File: config.mk
export PLATFORM = sky130hd
export DESIGN_NAME = twi_msg_seq
export DESIGN_NICKNAME = d
export VERILOG_FILES = /design/src/rtl/twi_seq_pkg.sv /design/src/rtl/twi_addr_frame.sv /design/src/rtl/twi_timeout.sv /design/src/rtl/twi_msg_seq.sv
export SDC_FILE = /design/constraint.sdc
export NUM_CORES = 1
export LEC_CHECK = 0
export CORE_UTILIZATION = 46
export DETAILED_ROUTE_END_ITERATION = 10
export PLACE_DENSITY = 0.82
export SYNTH_ARGS = -nofsm -noshare
export SYNTH_HDL_FRONTEND = slang
export SYNTH_SLANG_ARGS = --single-unit
File: constraint.sdc
create_clock -name clk -period 3.3 [get_ports clk]
set_input_delay 0.66 -clock clk [delete_from_list [all_inputs] [get_ports clk]]
set_output_delay 0.66 -clock clk [all_outputs]
set_load 0.01 [all_outputs]
File: src/rtl/twi_seq_pkg.sv
// Shared constants and types for the two-wire message sequencer.
// Assumes the controller uses the standard status code set.
package twi_seq_pkg;
    localparam logic [7:0] ST_START     = 8'h08;
    localparam logic [7:0] ST_RESTART   = 8'h10;
    localparam logic [7:0] ST_WADDR_ACK = 8'h18;
    localparam logic [7:0] ST_WADDR_NAK = 8'h20;
    localparam logic [7:0] ST_WDATA_ACK = 8'h28;
    localparam logic [7:0] ST_WDATA_NAK = 8'h30;
    localparam logic [7:0] ST_RADDR_ACK = 8'h40;
    localparam logic [7:0] ST_RADDR_NAK = 8'h48;
    localparam logic [7:0] ST_RDATA_ACK = 8'h50;
    localparam logic [7:0] ST_RDATA_NAK = 8'h58;
    localparam logic [7:0] ST_WADDR2_ACK = 8'hD0;
    localparam logic [7:0] ST_RADDR2_ACK = 8'hE0;

    localparam int ADDR_W = 10;
    localparam int BYTE_W = 8;

    typedef enum logic [1:0] {RES_OK, RES_NODEV, RES_IOERR, RES_TIMEOUT} res_t;
    typedef enum logic [1:0] {PH_IDLE, PH_RUN, PH_TXWAIT} phase_t;
    typedef enum logic [3:0] {
        ACT_NONE, ACT_START, ACT_ADDR1, ACT_ADDR2, ACT_FETCH, ACT_SEND,
        ACT_CONT, ACT_RECV, ACT_RECV_STOP, ACT_STOP, ACT_NODEV,
        ACT_FAULT, ACT_IDLESTOP, ACT_HANG
    } act_t;
endpackage

File: src/rtl/twi_addr_frame.sv
// Builds the one or two address bytes of a message from the target
// address and mode flags. Purely combinational; assumes 10-bit targets
// use the reserved 11110xx prefix.
module twi_addr_frame
    import twi_seq_pkg::*;
(
    input  logic [ADDR_W-1:0] addr,
    input  logic              read,
    input  logic              rev,
    input  logic              ten,
    output logic [BYTE_W-1:0] first,
    output logic [BYTE_W-1:0] second
);
    logic dir;

    // Direction bit and address byte selection.
    always_comb begin
        dir    = read ^ rev;
        first  = ten ? {5'b11110, addr[9:8], dir} : {addr[6:0], dir};
        second = addr[7:0];
    end
endmodule

File: src/rtl/twi_timeout.sv
// Silence watchdog: counts cycles while running. It fires when the
// count equals the limit and then restarts. A clear has priority and
// suppresses firing in the same cycle.
module twi_timeout #(
    parameter int TO_W = 16
) (
    input  logic            clk,
    input  logic            rst_n,
    input  logic            run,
    input  logic            clr,
    input  logic [TO_W-1:0] limit,
    output logic            expire
);
    logic [TO_W-1:0] cnt;

    assign expire = run && !clr && (cnt == limit);

    // Cycle counter with clear and self-restart.
    always_ff @(posedge clk) begin
        if (!rst_n)              cnt <= '0;
        else if (clr || expire)  cnt <= '0;
        else if (run)            cnt <= cnt + 1'b1;
    end
endmodule

File: src/rtl/twi_msg_seq.sv
// Two-wire message sequencer top. It reacts to controller status events
// and drives control and data writes for one message. Assumes the
// controller raises ctl_evt for a single cycle per bus step and does
// not raise it again until the sequencer has written back.
module twi_msg_seq
    import twi_seq_pkg::*;
#(
    parameter int LEN_W = 8,
    parameter int TO_W  = 16
) (
    input  logic              clk,
    input  logic              rst_n,
    input  logic              msg_go,
    input  logic [ADDR_W-1:0] msg_addr,
    input  logic              msg_read,
    input  logic              msg_ten,
    input  logic              msg_rev,
    input  logic              msg_nostart,
    input  logic [LEN_W-1:0]  msg_len,
    input  logic              abort_req,
    input  logic [TO_W-1:0]   tout_limit,
    input  logic              ctl_evt,
    input  logic [7:0]        ctl_status,
    input  logic [7:0]        ctl_rdata,
    output logic              ctl_wr,
    output logic              ctl_start,
    output logic              ctl_stop,
    output logic              ctl_ack,
    output logic              ctl_ie,
    output logic              ctl_rst,
    output logic              dat_wr,
    output logic [7:0]        dat_out,
    input  logic              tx_valid,
    input  logic [7:0]        tx_data,
    output logic              tx_ready,
    output logic              rx_valid,
    output logic [7:0]        rx_data,
    output logic              busy,
    output logic              done,
    output logic [1:0]        result
);
    localparam logic [LEN_W-1:0] ONE = LEN_W'(1);

    phase_t            phase;
    act_t              act;
    res_t              res_q;
    logic              ten_q, moved, aborting, to_stage, ack_on;
    logic [LEN_W-1:0]  left, cur_left, left_dec;
    logic [BYTE_W-1:0] a1_q, a2_q, a1_n, a2_n;
    logic              cur_ack_on, cur_abort, ack_next;
    logic              idle_go, to_clr, to_exp;
    res_t              fin_ok;

    assign busy     = (phase != PH_IDLE);
    assign tx_ready = (phase == PH_TXWAIT);
    assign result   = res_q;
    assign idle_go  = (phase == PH_IDLE) && msg_go;
    assign to_clr   = idle_go || ctl_evt;

    twi_addr_frame u_frame (
        .addr(msg_addr), .read(msg_read), .rev(msg_rev), .ten(msg_ten),
        .first(a1_n), .second(a2_n)
    );

    twi_timeout #(.TO_W(TO_W)) u_tout (
        .clk(clk), .rst_n(rst_n), .run(busy), .clr(to_clr),
        .limit(tout_limit), .expire(to_exp)
    );

    // Operands seen by the ack rule: fresh message values when starting.
    always_comb begin
        cur_left   = (phase == PH_IDLE) ? msg_len : left;
        cur_ack_on = (phase == PH_IDLE) ? 1'b1 : ack_on;
        cur_abort  = (phase == PH_IDLE) ? 1'b0 : aborting;
        left_dec   = left - ONE;
        fin_ok     = to_stage ? RES_TIMEOUT : RES_OK;
        if (act == ACT_RECV) ack_next = ack_on && !(left_dec == ONE || aborting);
        else                 ack_next = cur_ack_on && !(cur_left == ONE || cur_abort);
    end

    // Action decoder: picks the next step from phase and status code.
    always_comb begin
        act = ACT_NONE;
        if (phase == PH_IDLE) begin
            if (msg_go)       act = msg_nostart ? (msg_read ? ACT_CONT : ACT_FETCH) : ACT_START;
            else if (ctl_evt) act = ACT_IDLESTOP;
        end else if (to_exp && to_stage) begin
            act = ACT_HANG;
        end else if (phase == PH_TXWAIT) begin
            if (tx_valid) act = ACT_SEND;
        end else if (ctl_evt) begin
            case (ctl_status)
                ST_START, ST_RESTART: act = ACT_ADDR1;
                ST_WADDR_ACK, ST_WADDR2_ACK, ST_WDATA_ACK:
                    if (ctl_status == ST_WADDR_ACK && ten_q) act = ACT_ADDR2;
                    else if (left == '0 || (aborting && moved)) act = ACT_STOP;
                    else act = ACT_FETCH;
                ST_RADDR_ACK, ST_RADDR2_ACK:
                    if (ctl_status == ST_RADDR_ACK && ten_q) act = ACT_ADDR2;
                    else if (left == '0) act = ACT_STOP;
                    else act = ACT_CONT;
                ST_RDATA_ACK: act = ACT_RECV;
                ST_RDATA_NAK: act = ACT_RECV_STOP;
                ST_WADDR_NAK, ST_WDATA_NAK, ST_RADDR_NAK: act = ACT_NODEV;
                default: act = ACT_FAULT;
            endcase
        end
    end

    // Action executor: registered controller writes, streams and state.
    always_ff @(posedge clk) begin
        if (!rst_n) begin
            phase <= PH_IDLE;  res_q <= RES_OK;
            ten_q <= 1'b0;  moved <= 1'b0;  aborting <= 1'b0;
            to_stage <= 1'b0;  ack_on <= 1'b1;  left <= '0;
            a1_q <= '0;  a2_q <= '0;  dat_out <= '0;  rx_data <= '0;
            ctl_wr <= 1'b0;  ctl_start <= 1'b0;  ctl_stop <= 1'b0;
            ctl_ack <= 1'b0;  ctl_ie <= 1'b0;  ctl_rst <= 1'b0;
            dat_wr <= 1'b0;  rx_valid <= 1'b0;  done <= 1'b0;
        end else begin
            ctl_wr <= 1'b0;  ctl_start <= 1'b0;  ctl_stop <= 1'b0;
            ctl_ack <= 1'b0;  ctl_ie <= 1'b0;  ctl_rst <= 1'b0;
            dat_wr <= 1'b0;  rx_valid <= 1'b0;  done <= 1'b0;
            if (busy && abort_req) aborting <= 1'b1;
            if (to_exp && !to_stage) begin
                to_stage <= 1'b1;
                aborting <= 1'b1;
            end
            if (idle_go) begin
                ten_q <= msg_ten;  a1_q <= a1_n;  a2_q <= a2_n;
                left <= msg_len;  moved <= 1'b0;  aborting <= 1'b0;
                to_stage <= 1'b0;  ack_on <= 1'b1;
            end
            case (act)
                ACT_START: begin
                    ctl_wr <= 1'b1; ctl_start <= 1'b1; ctl_ack <= 1'b1; ctl_ie <= 1'b1;
                    phase <= PH_RUN;
                end
                ACT_ADDR1, ACT_ADDR2: begin
                    dat_wr <= 1'b1;  dat_out <= (act == ACT_ADDR1) ? a1_q : a2_q;
                    ctl_wr <= 1'b1;  ctl_ack <= ack_on;  ctl_ie <= 1'b1;
                end
                ACT_FETCH: phase <= PH_TXWAIT;
                ACT_SEND: begin
                    dat_wr <= 1'b1;  dat_out <= tx_data;
                    ctl_wr <= 1'b1;  ctl_ack <= ack_on;  ctl_ie <= 1'b1;
                    left <= left_dec;  moved <= 1'b1;  phase <= PH_RUN;
                end
                ACT_CONT, ACT_RECV: begin
                    ctl_wr <= 1'b1;  ctl_ack <= ack_next;  ctl_ie <= 1'b1;
                    ack_on <= ack_next;  phase <= PH_RUN;
                    if (act == ACT_RECV) begin
                        rx_valid <= 1'b1;  rx_data <= ctl_rdata;
                        left <= left_dec;  moved <= 1'b1;
                    end
                end
                ACT_RECV_STOP, ACT_STOP, ACT_NODEV, ACT_FAULT: begin
                    ctl_wr <= 1'b1;  ctl_stop <= 1'b1;
                    done <= 1'b1;  phase <= PH_IDLE;
                    res_q <= (act == ACT_NODEV) ? RES_NODEV :
                             (act == ACT_FAULT) ? RES_IOERR : fin_ok;
                    if (act == ACT_FAULT) ctl_rst <= 1'b1;
                    if (act == ACT_RECV_STOP) begin
                        rx_valid <= 1'b1;  rx_data <= ctl_rdata;  left <= left_dec;
                    end
                end
                ACT_IDLESTOP: begin
                    ctl_wr <= 1'b1;  ctl_stop <= 1'b1;
                end
                ACT_HANG: begin
                    ctl_rst <= 1'b1;  done <= 1'b1;
                    res_q <= RES_TIMEOUT;  phase <= PH_IDLE;
                end
                default: ;
            endcase
        end
    end
endmodule

==> impl_metrics.csv, run 1 <==
group,metric,value,unit
synth,synth-simple-area-share,29.2,%
flow_run,cap_violations,0,
sta,setup_violations,0,
floorplanning,die_area,0.00939,sq mm
synth,synth_xor_area_share,7.61,%
synth,synthMuxAreaShare,5.19,%
synth,synth_area,0.00414,sq mm
clock_network,clock_latency,0.35,ns
synth,netlist_instances,489,
floorplanning,core,0.00872,sq mm
setup_path,cpPeakStageDelay,0.42,ns
finish,layout.cells.most_common_list,"92 x clkdlybuf4s50_1, 74 x dfxtp_1, 58 x nand2_1",
synth,synth_compound_area_share,17.4,%
placement,io_buffers,96,
worst_hold_path,hold_end,"a2_q[0]",
synth,synth_cell_types,67,
clock_network,cts_made_buffers,9,
setup_path,crit_path_frequent_cell,"or3_4",
global_routing,first_global_vias,4008,
sta,fmax,307,MHz
pwr,seqPwrFrac,37.9,%
synth,synthArstFlopShare,0,%
sta,relSlewSlack,64.3,%
pwr,swShare,34.4,%
finish,drive_above_1_share,16.8,%
global_routing,met2_usage,43.6,%
finish,instances_no_fill,739,
global_routing,grt.total_usage,24.7,%
synth,synth_ff_type,"dfxtp_1",
sta,finalMaxSlewViolations,0,
pwr,powerDensity,493,mW/mm^2
pwr,p_total,2.88,mW
floorplanning,std_cell_rows,34,
global_routing,gr-total-overflow,0,
setup_path,crit_slowest_cell,"clkdlybuf4s50_1",
sta,worst_pin_slew,0.535,ns
synth,synth_top_area_share,35.8,%
synth,syn_nets,561,
pwr,switching_power,0.989,mW
global_routing,grt-busiest-layer,"met2",
clock_network,htreeDepth,3,
global_routing,grt_max_degree,32,
setup_path,worstSetupPathType,"input port to flip-flop",
global_routing,grtUsageMet3,4.77,%
sta,skew,0.00983,ns
worst_hold_path,hold_depth,2,
synth,synth_fa_ha_area_share,1.21,%
worst_hold_path,hold_class,"flip-flop to flip-flop",
setup_path,cp_top_family,"simple AND/OR/NAND/NOR gates",
sta,min_period_over_period,98.8,%
finish,area_delta_synth_final,40.9,%
finish,final_util,66.9,%
global_routing,grt_pass1_wl,19100,um
finish,antenna_cells,0,
synth,yosysTopAreaCell,"dfxtp_1",
synth,synth_top_family_by_area,"simple AND/OR/NAND/NOR gates",
drt,wirelength,11800,um
pwr,power_leakage,2.25,nW
synth,syn_avg_cell_area,8.47,sq um
setup_path,startpoint_type,"input port",
drt,antenna_left,0,
floorplanning,die_height,96.9,um
global_routing,use_met1,30.5,%
synth,ys_seq_area_share,35.8,%
synth,ys_ff_latch,74,
setup_path,path_cells,"clkdlybuf4s50_1 > or3_4 > or3_4 > buf_4 > a211o_1 > o211ai_2 > and3b_2 > nor2_2 > nand3_2 > buf_6 > or2_2 > a32o_1",
floorplanning,start_util,47.5,%
clock_network,cts_sinks,74,
placement,gp_congestion,0.907,
clock_network,cts_buffer_depth,2,
floorplanning,die_w,96.9,um
clock_network,tritoncts,"yes",
drt,drc,0,
pwr,internal_power,1.89,mW
drt,dr.pass1.iters,4,
clock_network,cts.clk_slew.worst_paths,0.08,ns
finish,layout_commonest_cell,"clkdlybuf4s50_1",
drt,wl_per_cell,16.0,um
setup_path,worstPathRequired,3.55,ns
pwr,power.share.clock,23.5,%
pwr,vdd_ir_drop_max,293,uV
drt,drt_iter0_markers,181,
setup_path,rr_worst_depth,12,
drt,vias,4120,
setup_path,crit_buf_inv,3,
worst_hold_path,hp-start,"a2_q[0]",
setup_path,cp.arrival,3.51,ns
sta,hold_violations,0,
setup_path,rr_startpoint,"left[0]",
setup_path,endpoint_kind,"flip-flop",
status,status,"completed",
finish,final_nets,699,
setup_path,r2r_end,"left[3]",
placement,hpwl,8480,um
setup_path,path_depth,12,
floorplanning,io_pins,97,
sta,setup_ws,0.0397,ns
setup_path,crit_fanout,6,
synth,yosys_warnings,0,
sta,layout_min_cycle_time,3.26,ns
pwr,combPwrFrac,38.6,%
global_routing,antenna_found_initial,0,
drt,avgViaCountPerCell,5.58,
synth,synth_area_leaders,"dfxtp_1 36%, nand2_1 5.3%, mux2i_1 4.8%",
setup_path,r2r_slack,0.22,ns
sta,rsz0062_at_grt,"true",
placement,dp.cells,713,
clock_network,ctsRootBufferMaster,"clkbuf_8",
synth,synth_edf_count,0,
placement,pre_cts_ws,-0.412,ns
-- state kept, by name (all words and copies together) (netlist names), 2 cells and up --
signal and flops:
dat_out 8, left 8, a2_q 8, result 2, u_tout.cnt 16, phase 2, rx_data 8, a1_q 8
-- cell type report --
class                           count  area, sq um
Fill cell                         692         2880
Multi-Input combinational cell    384         2610
Sequential cell                    74         1480
Timing Repair Buffer              150         1400
Tap cell                          108          135
Clock buffer                       10          128
Clock inverter                      5         56.3
Inverter                            8         30.0
-- logic make-up (layout without fill, tap and decap cells) --
kind of cell | Yosys count | in the layout
adder cells (fa/ha/maj) | 4 | 4
flip-flops | 74 | 74
AND/OR/NAND/NOR | 227 | 228
AO/OA/AOI/OAI | 94 | 94
multiplexers | 21 | 22
XOR/XNOR | 36 | 36
buffers and inverters | 33 | 173
-- per-stage QoR --
stage / area [sq um] / TNS [ns] / hold slack, ns
after floorplan: 4140 / 0 / 0.441
after global placement: 5460 / -9.43 / 0.450
after detailed placement: 5460 / -10.18 / 0.456
after CTS: 5690 / 0 / 0.467
after global routing: 5840 / -0.132 / 0.495
final: 5840 / 0 / 0.464
-- tightest hold or removal path, stage by stage, from the launching register on --
cell,delay (ns)
dfxtp_1,0.31
nand2_1,0.04
a21boi_0,0.06
-- worst max path at each step --
| stage | to | slack, ns | from |
|---|---|---|---|
| after global routing | rx_data[1] | -0.03 | ctl_status[2] |
| after detailed placement | rx_data[4] | -0.41 | ctl_status[1] |
| after global placement | rx_data[4] | -0.38 | ctl_status[1] |
| after CTS | dat_out[2] | 0.0004 | ctl_status[3] |
| final | dat_out[2] | 0.04 | ctl_status[2] |
| after floorplan | rx_data[0] | 0.05 | ctl_status[1] |
-- routing by layer --
| layer | wire length, um | vias to the layer above | part of all wire [%] |
|---|---|---|---|
| met5 | 0 | - | 0 |
| met2 | 5930 | 170 | 50 |
| met1 | 5020 | 1909 | 43 |
| met4 | 179 | 0 | 1.5 |
| li1 | - | 2023 | - |
| met3 | 682 | 18 | 5.8 |
-- synthesized netlist by cell type (8+ instances only) --
| cell type | instances |
|---|---|
| nand2_1 | 58 |
| and3_1 | 9 |
| nand4_1 | 11 |
| nor3b_1 | 9 |
| nor2_1 | 45 |
| or2_2 | 9 |
| xnor2_1 | 18 |
| nor3_1 | 8 |
| dfxtp_1 | 74 |
| a21oi_1 | 15 |
| xor2_1 | 18 |
| mux2i_1 | 20 |
| nor2b_1 | 13 |
| nand3_1 | 16 |
| and2_1 | 8 |
| a32o_1 | 8 |
| o21ai_0 | 16 |
| clkbuf_1 | 19 |
| a21boi_0 | 12 |
-- power by group through the flow --
stage | logic, mW | registers (mW) | clock network [mW]
3_3_place_gp | 0.990 | 1.10 | 0
6_report | 1.11 | 1.09 | 0.676
2_1_floorplan | 0.612 | 1.09 | 0
5_1_grt | 1.21 | 1.10 | 0.720
3_5_place_dp | 1.02 | 1.10 | 0
4_1_cts | 1.05 | 1.08 | 0.683
-- repair_timing --
action,in CTS,in global routing
hold buffers,0,0
setup endpoints to repair,17,23
resized for setup,5,26
pin swaps,5,16
cloned,2,1
buffers inserted,2,6
No activity file was read; power rests on OpenSTA's default activity.
==> run 2: changes to the inputs <==
--- a/config.mk
+++ b/config.mk
@@ -8,6 +8,7 @@
 export CORE_UTILIZATION = 46
 export DETAILED_ROUTE_END_ITERATION = 10
 export PLACE_DENSITY = 0.82
+export SLEW_MARGIN = 20
 export SYNTH_ARGS = -nofsm -noshare
 export SYNTH_HDL_FRONTEND = slang
 export SYNTH_SLANG_ARGS = --single-unit
==> results of run 2 <==
The final DEF is identical to that of run 1; final timing and power are the same.
